<file path="config.mk">
export PLATFORM = sky130hd
export DESIGN_NAME = dual_rank_dac_reg
export DESIGN_NICKNAME = d
export VERILOG_FILES = /design/src/rtl/dual_rank_dac_pkg.sv /design/src/rtl/dual_rank_dac_decode.sv /design/src/rtl/dual_rank_dac_section.sv /design/src/rtl/dual_rank_dac_code.sv /design/src/rtl/dual_rank_dac_reg.sv
export SDC_FILE = /design/constraint.sdc
export NUM_CORES = 1
export LEC_CHECK = 0
export ABC_CLOCK_PERIOD_IN_PS = 2150
export BUFFER_PORTS_ARGS = -buffer_cell sky130_fd_sc_hd__clkbuf_2
export CAP_MARGIN = 15
export CORE_ASPECT_RATIO = 1.4
export CORE_MARGIN = 2
export CORE_UTILIZATION = 29
export CTS_CLUSTER_DIAMETER = 40
export DETAILED_ROUTE_END_ITERATION = 10
export PLACE_DENSITY = 0.51
export SLEW_MARGIN = 5
export SYNTH_ARGS = -nofsm -noshare
export SYNTH_HDL_FRONTEND = slang
export SYNTH_SLANG_ARGS = --single-unit
</file>
<file path="constraint.sdc">
create_clock -name clk -period 2.15 [get_ports clk]
set_clock_uncertainty 0.05 [all_clocks]
set_input_delay 0.1075 -clock clk [delete_from_list [all_inputs] [get_ports clk]]
set_output_delay 0.1075 -clock clk [all_outputs]
set_load 0.01 [all_outputs]
</file>
<file path="src/rtl/dual_rank_dac_pkg.sv">
package dual_rank_dac_pkg;

  // Decoded, active-high write enables for the two ranks.
  typedef struct packed {
    logic load_hi;   // upper section of staging register
    logic load_lo;   // lower section of staging register
    logic move;      // staging -> code transfer
  } rank_en_t;

endpackage

</file>
<file path="src/rtl/dual_rank_dac_decode.sv">
module dual_rank_dac_decode
  import dual_rank_dac_pkg::*;
(
  input  logic     clk,
  input  logic     rst,
  input  logic     sel_n,
  input  logic     load_n,
  input  logic     wide,
  input  logic     arm_n,
  input  logic     commit_n,
  output rank_en_t en
);

  logic write_ok;

  always_comb begin
    write_ok   = ~sel_n & ~load_n;
    en.load_lo = write_ok;
    en.load_hi = write_ok & wide;
    en.move    = ~arm_n & ~commit_n;  // select deliberately not involved
  end

  // The upper section never loads without the lower one.
  assert_hi_needs_lo_R3: assert property (@(posedge clk) disable iff (rst)
    en.load_hi |-> en.load_lo);

  // Transfer enable follows arm/commit, independent of select.
  assert_move_ignores_sel_R7: assert property (@(posedge clk) disable iff (rst)
    (sel_n && !arm_n && !commit_n) |-> en.move);

endmodule

</file>
<file path="src/rtl/dual_rank_dac_section.sv">
module dual_rank_dac_section #(
  parameter int W = 4
) (
  input  logic         clk,
  input  logic         rst,
  input  logic         load,
  input  logic [W-1:0] d,
  output logic [W-1:0] q
);

  always_ff @(posedge clk) begin
    if (rst)       q <= '0;
    else if (load) q <= d;
  end

  assert_section_load_R2: assert property (@(posedge clk) disable iff (rst)
    load |=> q == $past(d));

  assert_section_hold_R4: assert property (@(posedge clk) disable iff (rst)
    !load |=> $stable(q));

endmodule

</file>
<file path="src/rtl/dual_rank_dac_code.sv">
module dual_rank_dac_code #(
  parameter int W = 12
) (
  input  logic         clk,
  input  logic         rst,
  input  logic         move,
  input  logic [W-1:0] stage_q,
  output logic [W-1:0] code_q
);

  always_ff @(posedge clk) begin
    if (rst)       code_q <= '0;
    else if (move) code_q <= stage_q;
  end

  // Takes the staging value present before the edge.
  assert_code_takes_stage_R5: assert property (@(posedge clk) disable iff (rst)
    move |=> code_q == $past(stage_q));

  assert_code_holds_R6: assert property (@(posedge clk) disable iff (rst)
    !move |=> $stable(code_q));

endmodule

</file>
<file path="src/rtl/dual_rank_dac_reg.sv">
module dual_rank_dac_reg
  import dual_rank_dac_pkg::*;
#(
  parameter int HI_W = 8,
  parameter int LO_W = 4,
  parameter int CODE_W = HI_W + LO_W
) (
  input  logic              clk,
  input  logic              rst,
  input  logic              sel_n,
  input  logic              load_n,
  input  logic              wide,
  input  logic              arm_n,
  input  logic              commit_n,
  input  logic [CODE_W-1:0] din,
  output logic [CODE_W-1:0] stage_o,
  output logic [CODE_W-1:0] code_o
);

  localparam int NSEC = 2;

  rank_en_t en;

  dual_rank_dac_decode u_dec (
    .clk      (clk),
    .rst      (rst),
    .sel_n    (sel_n),
    .load_n   (load_n),
    .wide     (wide),
    .arm_n    (arm_n),
    .commit_n (commit_n),
    .en       (en)
  );

  // Section 0: low nibble, section 1: upper byte.
  for (genvar s = 0; s < NSEC; s++) begin : g_sec
    localparam int SW  = (s == 0) ? LO_W : HI_W;
    localparam int LSB = (s == 0) ? 0 : LO_W;
    dual_rank_dac_section #(.W(SW)) u_sec (
      .clk  (clk),
      .rst  (rst),
      .load ((s == 0) ? en.load_lo : en.load_hi),
      .d    (din[LSB +: SW]),
      .q    (stage_o[LSB +: SW])
    );
  end

  dual_rank_dac_code #(.W(CODE_W)) u_code (
    .clk     (clk),
    .rst     (rst),
    .move    (en.move),
    .stage_q (stage_o),
    .code_q  (code_o)
  );

  assert_reset_clears_R1: assert property (@(posedge clk)
    rst |=> (stage_o == '0 && code_o == '0));

  assert_narrow_keeps_upper_R3: assert property (@(posedge clk) disable iff (rst)
    (!sel_n && !load_n && !wide) |=> $stable(stage_o[CODE_W-1:LO_W]));

  assert_commit_without_sel_R7: assert property (@(posedge clk) disable iff (rst)
    (sel_n && !arm_n && !commit_n) |=> code_o == $past(stage_o));

endmodule

</file>
# Word-level counts from Yosys, hierarchy flattened
# Index checks and enable logic that the tools add are counted.
# totals
regBits	24
elab_cells	10
# classes
bitwise	7
# ops
operator	count
1-bit inverter	4
1-bit AND	3

# Longest topological paths before layout
# logic_depth
word_depth	3
mapped_depth	3
mapped_depth_nobuf	2

# By module
# A second synthesis with hierarchy kept.
# hier_totals
cells_unflattened	81
area_unflattened_um2	873.3
# by_module_without_submodules
module	n_inst	area_per_inst_um2	cells_per_inst	seq_area_each_um2
dual_rank_dac_code	1	420.4	38	240.2
dual_rank_dac_section at g_sec[1].u_sec	1	285.3	26	160.2
dual_rank_dac_section at g_sec[0].u_sec	1	140.1	13	80.1
dual_rank_dac_decode	1	27.5	4	0.0

# Worst setup path after synthesis
# Ideal clock, no wire load.
# synth_path
kind	reg2reg
start	register g_sec[0].u_sec.q[1]
end	register u_code.code_q[1]
required_time_ns	2.030
path_buffers	0
synth_period_minus_slack_ns	1.029
path_stages_with_launch	3
slack_ns	1.121
t_arrival_ns	0.910
cell_sequence	dfxtp_1 or3b_2 a21oi_1
# synth_lines
item	line	rtl
from (decl)	dual_rank_dac_section.sv:8	output logic [W-1:0] q
from (signal assigned)	dual_rank_dac_section.sv:12	if (rst) q <= '0;
from (signal assigned)	dual_rank_dac_section.sv:13	else if (load) q <= d;
to (signal assigned)	dual_rank_dac_code.sv:13	else if (move) code_q <= stage_q;
to (decl)	dual_rank_dac_code.sv:8	output logic [W-1:0] code_q

==> results.sh <==
export IMPL_ir_drop_v=0.000254
export IMPL_synth_nets=124
export IMPL_seq_area_frac_synth_pct=47.4
export IMPL_tightest_slew_ns=0.534
export IMPL_die_width_um=54.0
export IMPL_setup_violations=0
export IMPL_remaining_drc_errors=0
export IMPL_numCtsBuffers=3
export IMPL_drt_initial_drc_count=37
export IMPL_ctsHtreeMaxLevel=1
export IMPL_cts_root_buf="clkbuf_8"
export IMPL_hold_ws_ns=0.0300
export IMPL_nFillCells=352
export IMPL_required_ns=2.28
export IMPL_vias=857
export IMPL_clkLatencyLatePin_ns=0.25
export IMPL_grt_pass1_wl_um=3530
export IMPL_dieArea_mm2=0.00399
export IMPL_min_period_ns=1.05
export IMPL_worstPathCellList="or3b_2 > a21oi_1"
export IMPL_synth_area_mm2=0.00101
export IMPL_die_y_um=73.9
export IMPL_wl_per_cell_um=11.8
export IMPL_start_util_pct=30.3
export IMPL_postCtsSetupBuffers=0
export IMPL_row_count=25
export IMPL_grt_setup_unrepaired="no"
export IMPL_ant_nets=0
export IMPL_hold_viol=0
export IMPL_io_buffers=42
export IMPL_leakage_nw=0.514
export IMPL_cts_resized=0
export IMPL_critical_path_max_stage_delay_ns=0.45
export IMPL_n_antenna_cell=0
export IMPL_firstDrtPassIters=4
export IMPL_io_pins=43
export IMPL_tns_ns=0
export IMPL_regArea_um2=480
export IMPL_core_area_mm2=0.00335
export IMPL_grtUsageTotal_pct=11.8
export IMPL_detailed_place_hpwl_um=1600
export IMPL_postCtsHoldBufs=0
export IMPL_hold_class="input pin to flop"
export IMPL_clockBufferDepth=2
export IMPL_critical_path_buf_inv_count=0
export IMPL_critPathTopFamily="simple AND/OR/NAND/NOR gates"
export IMPL_synth_top_cell_by_area="dfxtp_1"
export IMPL_status="finished, final reports clean"
export IMPL_stdcell_count=183
export IMPL_yosysWarnings=0
export IMPL_netlist_area_leader_share_pct=47.4
export IMPL_yosysUniqueCellTypes=14
export IMPL_grt_pass1_vias=775
export IMPL_crit_type="flop to flop"
export IMPL_fin_crit_sh_pct=49.0
export IMPL_place_inst=180
export IMPL_multiInputGateArea_um2=488
export IMPL_post_drt_via_cell_ratio=4.68
export IMPL_grt_max_degree=33
export IMPL_critPathLaunchType="flop"
export IMPL_antenna_found_initial=0
export IMPL_num_nets_final=164
export IMPL_critPathMaxFanout=3
export IMPL_syn_area_per_cell_um2=9.65
export IMPL_drv_cap=0
export IMPL_gp_congestion=0.655
export IMPL_synthTopCellsByArea="dfxtp_1 (47%), or3b_1 (12%), nand2b_1 (9.9%)"
export IMPL_crit_path_top_delay_cell="or3b_2"
export IMPL_relSlewSlack_pct=64.4
export IMPL_worstPathArrival_ns=1.19
export IMPL_clk_pin_slew_ns=0.08
export IMPL_syn_inst=105
export IMPL_drive_above_1_share_pct=33.6
export IMPL_synth_seq_cells=24
export IMPL_area_growth_pct=26.0
export IMPL_report_final_slew_viol_count=0
export IMPL_cts_tree="yes"
export IMPL_routed_wl_um=2150
export IMPL_max_clock_freq_mhz=948
export IMPL_gr_total_overflow=0
export IMPL_cts_sinks=24
export IMPL_critPathCaptureType="flop"
export IMPL_power_density_mw_per_mm2=626
[cell type report]
| cell class | count | area share [%] |
|---|---|---|
| clock buffer | 3 | 3.23 |
| tap | 40 | 3.92 |
| timing repair buffer | 43 | 17.0 |
| sequential | 24 | 37.6 |
| multi-input combinational | 73 | 38.2 |
[routing by layer]
metal	routed length, um	GRT usage (%)	share of wire [%]	up-vias
met2	1060	17.9	49	20
li1	-	-	-	446
met1	964	15.8	45	389
met4	23	5.98	1.1	0
met3	108	2.01	5.0	2
met5	0	0	0	-
[worst reg2reg max path, stage by stage (launching register included)]
cell and delay, ns:
dfxtp_1 0.35, or3b_2 0.45, a21oi_1 0.13
[Yosys cell counts]
cell and instances:
dfxtp_1 24, a21oi_1 16, buf_4 1, mux2i_1 8, buf_1 1, or3b_2 2
clkbuf_2 1, o21ai_0 16, buf_6 1, buf_2 2, clkbuf_1 2, nor3b_1 1
or3b_1 14, nand2b_1 16
[state kept, by name, summed over array words and instances (netlist names)]
register	flops
g_sec.u_sec.q	12
u_code.code_q	12
[worst paths after layout]
path	slack [ns]	from	to	depth (start not counted)
worst max register to register	1.10	g_sec[0].u_sec.q[2]$_SDFFE_PP0P_	u_code.code_q[2]$_SDFFE_PP0P_	2
worst min register to register	0.42	u_code.code_q[9]$_SDFFE_PP0P_	u_code.code_q[9]$_SDFFE_PP0P_	2
worst max-delay path	1.10	g_sec[0].u_sec.q[2]$_SDFFE_PP0P_	u_code.code_q[2]$_SDFFE_PP0P_	2
worst min-delay path	0.03	din[8]	g_sec[1].u_sec.q[4]$_SDFFE_PP0P_	3
[report_power, final]
part | switching [mW] | internal [mW] | leakage [nW] | total (mW)
combinational | 0.0430 | 0.0383 | 0.298 | 0.0813
clock | 0.131 | 0.125 | 0.0216 | 0.255
sequential | 0.00738 | 0.456 | 0.195 | 0.463
[layout by cell type, fill, tap and decap left out, drive strengths merged]
cell type / count
dfxtp: 24
nor3b: 1
clkbuf: 45
o21ai: 16
a21oi: 16
nand2b: 16
or3b: 16
buf: 1
mux2i: 8
[through the flow]
stage | util (%) | cell area, um^2 | setup WS [ns] | total power, mW
2_1_floorplan | - | 1010 | 1.12 | 0.520
5_1_grt | 38.2 | 1280 | 1.05 | 0.841
3_5_place_dp | 36.9 | 1240 | 1.02 | 0.556
3_3_place_gp | 36.9 | 1240 | 1.08 | 0.554
4_1_cts | 38.2 | 1280 | 1.08 | 0.812
6_report | 38.2 | 1280 | 1.10 | 0.800
[cell families (layout without fill, tap and decap cells)]
kind of cell	Yosys count	in the layout	share of synthesized area, %
multiplexers	8	8	7.90
buffers and inverters	8	46	4.44
AO/OA/AOI/OAI	32	32	15.8
AND/OR/NAND/NOR	33	33	24.4
flip-flops	24	24	47.4
Power figures use the tool's default switching activity.
